**src/rtl/sfrx_pkg.sv**
```systemverilog
// Package: shared field positions, widths, state and size encodings for the
// framed serial receiver. Assumes a 32-bit mode word and a 32-bit data word.
package sfrx_pkg;

    localparam int DLEN_W      = 5;
    localparam int WCNT_W      = 4;
    localparam int SLEN_W      = 4;
    localparam int F_DLEN_LSB  = 0;
    localparam int F_LOOP      = 5;
    localparam int F_MSBF      = 7;
    localparam int F_WCNT_LSB  = 8;
    localparam int F_SLEN_LSB  = 16;

    typedef enum logic [1:0] {
        XF_BYTE = 2'd0,
        XF_HALF = 2'd1,
        XF_WORD = 2'd2
    } xfer_e;

    typedef enum logic [1:0] {
        ST_IDLE = 2'd0,
        ST_SYNC = 2'd1,
        ST_DATA = 2'd2
    } rx_state_e;

    typedef struct packed {
        logic [DLEN_W-1:0] dlen;
        logic              msbf;
        logic [WCNT_W-1:0] words;
        logic [SLEN_W-1:0] slen;
    } rx_cfg_t;

    // Maps a word length code to the DMA transfer width.
    function automatic xfer_e size_of(input logic [DLEN_W-1:0] d);
        if (d <= DLEN_W'(7))       return XF_BYTE;
        else if (d <= DLEN_W'(15)) return XF_HALF;
        else                       return XF_WORD;
    endfunction

endpackage

```
**src/rtl/sfrx_line_sel.sv**
```systemverilog
// Line selector: picks receive or transmit lines (loop-back) and turns the
// selected bit clock into a one-system-cycle strobe on its rising edge.
// Assumes the bit clock is slower than half the system clock.
module sfrx_line_sel #(
    parameter int N_LINES = 3
) (
    input  logic               clk,
    input  logic               rst_n,
    input  logic               loop_en,
    input  logic [N_LINES-1:0] rx_lines,   // {fs, data, clock}
    input  logic [N_LINES-1:0] tx_lines,   // {fs, data, clock}
    output logic               bit_stb,
    output logic               bit_val,
    output logic               fs_sel
);

    logic [N_LINES-1:0] sel_lines;
    logic               ck_q;

    // Per-line loop-back multiplexer.
    for (genvar g = 0; g < N_LINES; g++) begin : g_mux
        assign sel_lines[g] = loop_en ? tx_lines[g] : rx_lines[g];
    end

    // Remember the previous bit-clock level for edge detection.
    always_ff @(posedge clk) begin
        if (!rst_n) ck_q <= 1'b0;
        else        ck_q <= sel_lines[0];
    end

    assign bit_stb = sel_lines[0] & ~ck_q;
    assign bit_val = sel_lines[1];
    assign fs_sel  = sel_lines[2];

endmodule

```
**src/rtl/sfrx_frame_ctrl.sv**
```systemverilog
// Frame controller: accepts a start while idle, captures the configuration,
// runs the sync phase (filling the sync register), then counts bits and
// words of the data phase. Assumes dlen is never 0 once a frame runs.
module sfrx_frame_ctrl
    import sfrx_pkg::*;
#(
    parameter int SYNC_W = 2**SLEN_W
) (
    input  logic                clk,
    input  logic                rst_n,
    input  logic                start_i,
    input  rx_cfg_t             cfg_in,
    input  logic                cfg_bad,
    input  logic                bit_stb,
    input  logic                bit_val,
    output rx_cfg_t             cfg_q,
    output logic                shift_en,
    output logic                first_bit,
    output logic                last_bit,
    output logic [DLEN_W-1:0]   bit_idx,
    output logic                sync_act,
    output logic [SYNC_W-1:0]   sync_data,
    output logic                idle
);

    rx_state_e          st;
    logic [SLEN_W-1:0]  scnt;
    logic [DLEN_W-1:0]  bcnt;
    logic [WCNT_W-1:0]  wcnt;

    // Frame sequencing, counters and sync-phase sampling.
    always_ff @(posedge clk) begin
        if (!rst_n) begin
            st        <= ST_IDLE;
            cfg_q     <= '0;
            scnt      <= '0;
            bcnt      <= '0;
            wcnt      <= '0;
            sync_data <= '0;
        end else begin
            case (st)
                ST_IDLE: begin
                    if (start_i && !cfg_bad) begin
                        st        <= ST_SYNC;
                        cfg_q     <= cfg_in;
                        scnt      <= '0;
                        bcnt      <= '0;
                        wcnt      <= '0;
                        sync_data <= '0;
                    end
                end
                ST_SYNC: begin
                    if (bit_stb) begin
                        sync_data <= {sync_data[SYNC_W-2:0], bit_val};
                        if (scnt == cfg_q.slen) st <= ST_DATA;
                        else                    scnt <= scnt + 1'b1;
                    end
                end
                ST_DATA: begin
                    if (bit_stb) begin
                        if (bcnt == cfg_q.dlen) begin
                            bcnt <= '0;
                            if (wcnt == cfg_q.words) st <= ST_IDLE;
                            else                     wcnt <= wcnt + 1'b1;
                        end else begin
                            bcnt <= bcnt + 1'b1;
                        end
                    end
                end
                default: st <= ST_IDLE;
            endcase
        end
    end

    // Decoded strobes for the word assembler and status outputs.
    always_comb begin
        shift_en  = (st == ST_DATA) && bit_stb;
        first_bit = (bcnt == '0);
        last_bit  = (bcnt == cfg_q.dlen);
        bit_idx   = bcnt;
        sync_act  = (st == ST_SYNC);
        idle      = (st == ST_IDLE);
    end

endmodule

```
**src/rtl/sfrx_word_asm.sv**
```systemverilog
// Word assembler: places each data bit by bit order, presents the finished
// word with a one-cycle valid strobe and its transfer width code.
// Assumes DATA_W equals 2**DLEN_W.
module sfrx_word_asm
    import sfrx_pkg::*;
#(
    parameter int DATA_W = 2**DLEN_W
) (
    input  logic              clk,
    input  logic              rst_n,
    input  logic              shift_en,
    input  logic              first_bit,
    input  logic              last_bit,
    input  logic [DLEN_W-1:0] bit_idx,
    input  logic              bit_val,
    input  logic              msbf,
    input  logic [DLEN_W-1:0] dlen,
    output logic [DATA_W-1:0] word_o,
    output logic              valid_o,
    output logic [1:0]        size_o
);

    logic [DATA_W-1:0] acc;
    logic [DATA_W-1:0] acc_base;
    logic [DATA_W-1:0] acc_nxt;

    // Next accumulator value: shift in at bit 0 or write at the bit index.
    always_comb begin
        acc_base = first_bit ? '0 : acc;
        if (msbf) begin
            acc_nxt = {acc_base[DATA_W-2:0], bit_val};
        end else begin
            acc_nxt          = acc_base;
            acc_nxt[bit_idx] = bit_val;
        end
    end

    // Accumulate bits and publish a completed word.
    always_ff @(posedge clk) begin
        if (!rst_n) begin
            acc     <= '0;
            word_o  <= '0;
            valid_o <= 1'b0;
            size_o  <= 2'b00;
        end else begin
            valid_o <= shift_en && last_bit;
            if (shift_en) acc <= acc_nxt;
            if (shift_en && last_bit) begin
                word_o <= acc_nxt;
                size_o <= size_of(dlen);
            end
        end
    end

endmodule

```
**src/rtl/serial_frame_rx.sv**
```systemverilog
// Top: framed serial word receiver. Decodes the mode word, selects lines,
// sequences frames and assembles words. Assumes one system clock and a
// sampled (slower) serial bit clock; reset is synchronous and active low.
module serial_frame_rx
    import sfrx_pkg::*;
#(
    parameter int MODE_W = 32
) (
    input  logic                clk,
    input  logic                rst_n,
    input  logic [MODE_W-1:0]   mode_i,
    input  logic                start_i,
    input  logic                rx_clk_i,
    input  logic                rx_data_i,
    input  logic                rx_fs_i,
    input  logic                tx_clk_i,
    input  logic                tx_data_i,
    input  logic                tx_fs_i,
    output logic [31:0]         word_o,
    output logic                word_valid_o,
    output logic [1:0]          xfer_size_o,
    output logic [15:0]         sync_data_o,
    output logic                sync_active_o,
    output logic                fs_mon_o,
    output logic                cfg_err_o
);

    localparam int DATA_W = 2**DLEN_W;
    localparam int SYNC_W = 2**SLEN_W;

    rx_cfg_t            cfg_in;
    rx_cfg_t            cfg_q;
    logic               loop_en;
    logic               bit_stb;
    logic               bit_val;
    logic               shift_en;
    logic               first_bit;
    logic               last_bit;
    logic [DLEN_W-1:0]  bit_idx;
    logic               idle_w;
    logic               unused_mode_bits;

    // Field decode of the live mode word.
    always_comb begin
        cfg_in.dlen  = mode_i[F_DLEN_LSB +: DLEN_W];
        cfg_in.msbf  = mode_i[F_MSBF];
        cfg_in.words = mode_i[F_WCNT_LSB +: WCNT_W];
        cfg_in.slen  = mode_i[F_SLEN_LSB +: SLEN_W];
        loop_en      = mode_i[F_LOOP];
        cfg_err_o    = (cfg_in.dlen == '0);
    end

    assign unused_mode_bits = ^{mode_i[MODE_W-1:20], mode_i[15:12], mode_i[6]};

    sfrx_line_sel #(.N_LINES(3)) u_lines (
        .clk      (clk),
        .rst_n    (rst_n),
        .loop_en  (loop_en),
        .rx_lines ({rx_fs_i, rx_data_i, rx_clk_i}),
        .tx_lines ({tx_fs_i, tx_data_i, tx_clk_i}),
        .bit_stb  (bit_stb),
        .bit_val  (bit_val),
        .fs_sel   (fs_mon_o)
    );

    sfrx_frame_ctrl #(.SYNC_W(SYNC_W)) u_ctrl (
        .clk       (clk),
        .rst_n     (rst_n),
        .start_i   (start_i),
        .cfg_in    (cfg_in),
        .cfg_bad   (cfg_err_o),
        .bit_stb   (bit_stb),
        .bit_val   (bit_val),
        .cfg_q     (cfg_q),
        .shift_en  (shift_en),
        .first_bit (first_bit),
        .last_bit  (last_bit),
        .bit_idx   (bit_idx),
        .sync_act  (sync_active_o),
        .sync_data (sync_data_o),
        .idle      (idle_w)
    );

    sfrx_word_asm #(.DATA_W(DATA_W)) u_asm (
        .clk       (clk),
        .rst_n     (rst_n),
        .shift_en  (shift_en),
        .first_bit (first_bit),
        .last_bit  (last_bit),
        .bit_idx   (bit_idx),
        .bit_val   (bit_val),
        .msbf      (cfg_q.msbf),
        .dlen      (cfg_q.dlen),
        .word_o    (word_o),
        .valid_o   (word_valid_o),
        .size_o    (xfer_size_o)
    );

endmodule

```
**config.mk**
```make
export PLATFORM = sky130hd
export DESIGN_NAME = serial_frame_rx
export DESIGN_NICKNAME = d
export VERILOG_FILES = /design/src/rtl/sfrx_pkg.sv /design/src/rtl/sfrx_line_sel.sv /design/src/rtl/sfrx_frame_ctrl.sv /design/src/rtl/sfrx_word_asm.sv /design/src/rtl/serial_frame_rx.sv
export SDC_FILE = /design/constraint.sdc
export NUM_CORES = 1
export LEC_CHECK = 0
export BUFFER_PORTS_ARGS = -buffer_cell sky130_fd_sc_hd__buf_4
export CORE_UTILIZATION = 61
export CTS_CLUSTER_SIZE = 20
export DETAILED_ROUTE_END_ITERATION = 8
export PLACE_DENSITY = 0.88
export SETUP_SLACK_MARGIN = 0.2
export SLEW_MARGIN = 20
export SYNTH_ARGS = -nofsm -noshare
export SYNTH_HDL_FRONTEND = slang
export SYNTH_HIERARCHICAL = 1
export SYNTH_SLANG_ARGS = --single-unit
```
**constraint.sdc**
```tcl
create_clock -name clk -period 6.4 [get_ports clk]
set_input_delay 1.28 -clock clk [delete_from_list [all_inputs] [get_ports clk]]
set_output_delay 1.28 -clock clk [all_outputs]
set_load 0.005 [all_outputs]
```
; ---- Yosys cells after proc, flatten, opt, wreduce, memory -nomap -nowiden
; Cells that the tools add are included.
[word_totals]
reg_bits = 113
latchBits = 0
mem_bits_rw = 0
romBits = 0
input_bits = 41
output_inout_bits = 54
elab_cells = 84
memories = 0
[op_classes]
addsub = 3
multipliers = 0
div_mod_pow = 0
n_lt_le_gt_ge = 4
n_eq_ne = 13
shift = 0
n_mux = 32
bitwise_logic = 2
reduce_logical = 16
[ops]
columns = operator, count
row1 = 32-bit two-way mux, 2
row2 = 32-bit bitwise mux, 1
row3 = 16-bit two-way mux, 2
row4 = 16-bit one-hot mux with 2 select lines, 1
row5 = 4-bit two-way mux, 6
row6 = 2-bit two-way mux, 8
row7 = 4-bit one-hot mux with 2 select lines, 2
row8 = 5-bit two-way mux, 3
row9 = "2-bit by 1-bit inequality test with 1-bit output, second input constant", 6
row10 = 5-bit zero test, 2
row11 = 5-bit one-hot mux with 2 select lines, 1
row12 = "4-bit by 1-bit adder with 4-bit output, second input constant", 2
row13 = 4-bit == test, 2
row14 = "5-bit by 6-bit < comparator with 1-bit output, second input constant", 1
row15 = 2-bit one-hot mux with 3 select lines, 1
row16 = 3-bit AND reduction, 2
row17 = 6-bit AND reduction, 1
row18 = "5-bit by 1-bit adder with 5-bit output, second input constant", 1
row19 = 1-bit demux with 5-bit select, 1
row20 = 5-bit == test, 1
row21 = "5-bit by 1-bit >= comparator with 1-bit output, second input constant", 1
row22 = "5-bit by 3-bit less-or-equal comparator with 1-bit output, second input constant", 1
row23 = "5-bit by 4-bit less-or-equal comparator with 1-bit output, second input constant", 1
row24 = 5-bit AND reduction, 1
row25 = other kinds (12), 20

; ---- Depth between registers and ports, before layout
[depth]
ltp_word = 6
ltp_mapped = 9
depth_no_buf = 6

; ---- Cells and area by module
; Netlist, hierarchy kept.
[by_module_without_submodules]
columns = mod, instances, cells_each, area_per_inst_um2, seq_area_each_um2
row1 = sfrx_word_asm, 1, 430, 3487.1, 1341.3
row2 = sfrx_frame_ctrl, 1, 257, 2178.3, 900.9
row3 = sfrx_line_sel, 1, 6, 62.6, 20.0
row4 = serial_frame_rx, 1, 2, 11.3, 0.0

; ---- Worst setup path before layout
; Ideal clock, no wire load.
[synth_timing]
kind = input-to-output
start = input port mode_i[0]
end = output port cfg_err_o
arrival_time_ns = 2.081
required_ns = 5.120
setup_slack_ns = 3.039
cell_stages = 2
n_path_buf = 0
path_cell_list = or4_1 > nor2_1
[synth_between]
elab_chain_cells = 1
[synth_rtl]
columns = item, line
row1 = from (decl), serial_frame_rx.sv:11  ; input logic [MODE_W-1:0] mode_i,
row2 = 5-bit zero test, serial_frame_rx.sv:50  ; cfg_err_o = (cfg_in.dlen == '0);
row3 = to (decl), serial_frame_rx.sv:25  ; output logic cfg_err_o
; Every way passes these cells.

; ---- Worst setup path in the final report
; Ends and elaborated chain as after synthesis.

==> summary.md <==
| Metric | Value |
|---|---|
| Pre-antenna DRT Iters | `8` |
| Core area | `0.00920 sq mm` |
| Switching Fraction | `0.252` |
| Seq/Total Area, Yosys | `0.394` |
| P_sw | `0.477 mW` |
| Global route total overflow | `0` |
| Max FO, Critical Path | `5` |
| Max Cap Violations | `0` |
| Vias per cell | `6.63` |
| Hold_buf cts | `0` |
| P&R area growth vs syn | `18.8%` |
| Number of setup buffers added after CTS | `0` |
| Post-route ant nets | `0` |
| IR drop worst, VDD | `0.188 mV` |
| Total track usage | `0.333` |
| Critical Path AT | `2.50 ns` |
| Synth Cell Area | `0.00574 sq mm` |
| FF+latch area | `0.00226 sq mm` |
| Area leader, netlist | `dfxtp_1` |
| Fmax achieved | `264 MHz` |
| Total CTS buffers | `17` |
| Cts repair resizes | `0` |
| CP Launch Type | `primary input` |
| Leading post-synthesis cells by cell area | `dfxtp_1, nand2_1, o41ai_1` |
| Layout net count | `788` |
| Initial antenna violation count | `0` |
| RePlAce Congestion | `0.831` |
| Fin crit period | `3.78 ns` |
| Clk pwr share | `0.504` |
| Number of synthesized register bits | `113` |
| Initial Utilization | `0.624` |
| Clk_lat worst skew | `0.52 ns` |
| Synth cell types | `65` |
| RSZ-0062 raised after global routing | `no` |
| Synth top cells by count | `nand2_1, dfxtp_1, nor2_1` |
| Rel. slew slack | `0.243` |
| Worst Hold Class | `reg -> reg` |
| Detailed-route via count | `5,744` |
| Combinational power share | `0.109` |
| Mapped Cells | `695` |
| Sequential Power Share | `0.388` |
| Die area | `0.00980 sq mm` |
| Total power | `1.89 mW` |
| Port bufs | `77` |
| Worst R2R Path Depth | `6` |
| Synth async-reset ratio | `0` |
| CTS tree | `built` |
| Skew final | `0.0129 ns` |
| Die Span Y | `99 microns` |
| CTS root buffer | `clkbuf_8` |
| Final setup fails | `0` |
| PwrDens | `278 mW/mm^2` |
| Ant diodes | `0` |
| Pin count of the biggest net entering global routing | `64` |
| WL final | `15.9 mm` |
| Multi-input gate area | `0.00317 sq mm` |
| Top cell type's share of synthesized area | `0.394` |
| Final period util | `0.591` |
| Fillers | `639` |
| Crit Path Class | `in -> out` |
| DRC | `0` |
| WHS Path Cells | `2` |
| Post-synth EDFFs | `0` |
| TritonCTS Sinks | `113` |
| Syn_nets | `740` |
| Most common cell in the netlist | `nand2_1` |
| Cell Rows | `35` |
| Yosys Warn Count | `6` |
| CTS Buffer Depth | `2` |
| Drt wl/cell | `18.4 microns` |
| Clock-pin slew on the worst setup and hold paths | `0.05 ns` |
| Lkg Pwr | `2.57 nW` |
| First-pass GRT wire length | `26.1 mm` |
| Top FF cell, synth | `dfxtp_1` |
| Die width | `99 microns` |
| I/O pins | `95` |
| Vias in the first global route | `5,366` |
| Post-route setup TNS | `0 ns` |
| Layout cells sized above 1 | `0.183` |
| Internal power | `1.42 mW` |
| Worst Setup End Kind | `output port` |
| R2r setup slk | `3.29 ns` |
| Hpwl dp | `9.71 mm` |
| Avg Cell Area, Syn | `8.26 sq um` |
| Status | `complete, no violations` |
| H-tree Lvls | `4` |
| Fin. max-slew vios | `0` |
| CP required | `5.12 ns` |
| Slew @ Worst Pin | `1.14 ns` |
| Final Hold Viols | `0` |
| Initial drt markers | `892` |
layout make-up:
type / count / share of cell area
Inverter: 8 / 0.00440
Multi-Input combinational cell: 521 / 0.465
Clock inverter: 11 / 0.0239
Sequential cell: 113 / 0.332
Tap cell: 111 / 0.0204
Timing Repair Buffer: 82 / 0.0903
Clock buffer: 20 / 0.0639
worst paths after layout:
check,from,end
min,u_asm/acc[25]$_SDFFE_PN0P_,u_asm/acc[25]$_SDFFE_PN0P_
min reg2reg,u_asm/acc[25]$_SDFFE_PN0P_,u_asm/acc[25]$_SDFFE_PN0P_
max reg2reg,u_ctrl/bit_idx[0]$_SDFFE_PN0P_,u_asm/word_o[11]$_SDFFE_PN0P_
max,mode_i[0],cfg_err_o
state kept, by name, summed over array words and instances, names as in the netlist:
name / flops
u_asm/acc: 32
u_asm/word_o: 32
u_ctrl/sync_data: 16
u_ctrl/cfg_q: 14
u_ctrl/bit_idx: 5
u_ctrl/scnt: 4
u_ctrl/wcnt: 4
u_asm/size_o: 2
u_ctrl/st: 2
u_asm/valid_o: 1
u_lines/ck_q: 1
critical path, cell delays in order:
cell,delay (ns)
buf_4,0.12
or4_1,0.51
nor2_1,0.40
buf_4,0.20
cells in the final DEF (no fill, tap or decap), types with 2 or more instances in the layout:
cell type and n:
nand2_1 121, dfxtp_1 113, buf_4 82, nor2_1 37, a21oi_1 36, o21ai_0 35
a211oi_1 34, nor3_1 31, o41ai_1 31, o31ai_1 31, nand3_1 27, and2b_1 19
nor2b_1 17, clkbuf_16 16, xnor2_1 9, xor2_1 8, inv_1 6, nand3b_1 5
and2_1 5, a31oi_1 5, bufinv_16 4, clkinv_2 4, nand2b_1 4, or3b_1 4
or3_1 4, mux2i_1 4, ha_1 4, clkinvlp_4 3, nor3b_2 3, o211ai_1 3
a21boi_0 3, clkbuf_8 2, clkbuf_1 2, clkinv_1 2, and3b_2 2, and3_2 2
or4b_1 2, mux2_2 2
per-stage QoR:
stage | instances | cell area, sq um | util | hold slack [ns] | setup slack [ns]
2_1_floorplan | 695 | 5740 | - | 0.412 | 3.04
3_3_place_gp | 835 | 6220 | 0.676 | 0.421 | 2.56
3_5_place_dp | 835 | 6220 | 0.676 | 0.433 | 2.66
4_1_cts | 866 | 6820 | 0.741 | 0.445 | 2.64
5_1_grt | 866 | 6820 | 0.741 | 0.454 | 2.60
6_report | 866 | 6820 | 0.741 | 0.445 | 2.62
power by group through the flow:
stage	clock, mW	combinational [mW]	sequential (mW)
after global placement	0	0.190	0.747
after floorplan	0	0.158	0.740
after global routing	1.00	0.220	0.736
final	0.954	0.206	0.735
after detailed placement	0	0.195	0.749
after CTS	0.965	0.199	0.734
kinds of logic (layout without fill, tap and decap cells):
group           count (synthesis)  after routing  share of synthesized area
compound gates                191            191                      0.231
xor+xnor                       17             17                     0.0259
fa+ha+maj                       4              4                    0.00872
buf+inv                        61            121                     0.0569
flops                         113            113                      0.394
mux                             6              6                     0.0109
simple gates                  303            303                      0.273
routing by layer:
metal	routed length [microns]	GRT usage	up-vias
met5	0	0	-
met4	702	0.172	0
met3	1640	0.0915	97
met2	7190	0.520	364
met1	6380	0.423	2667
li1	-	-	2616
No activity file was read; power rests on OpenSTA's default activity.
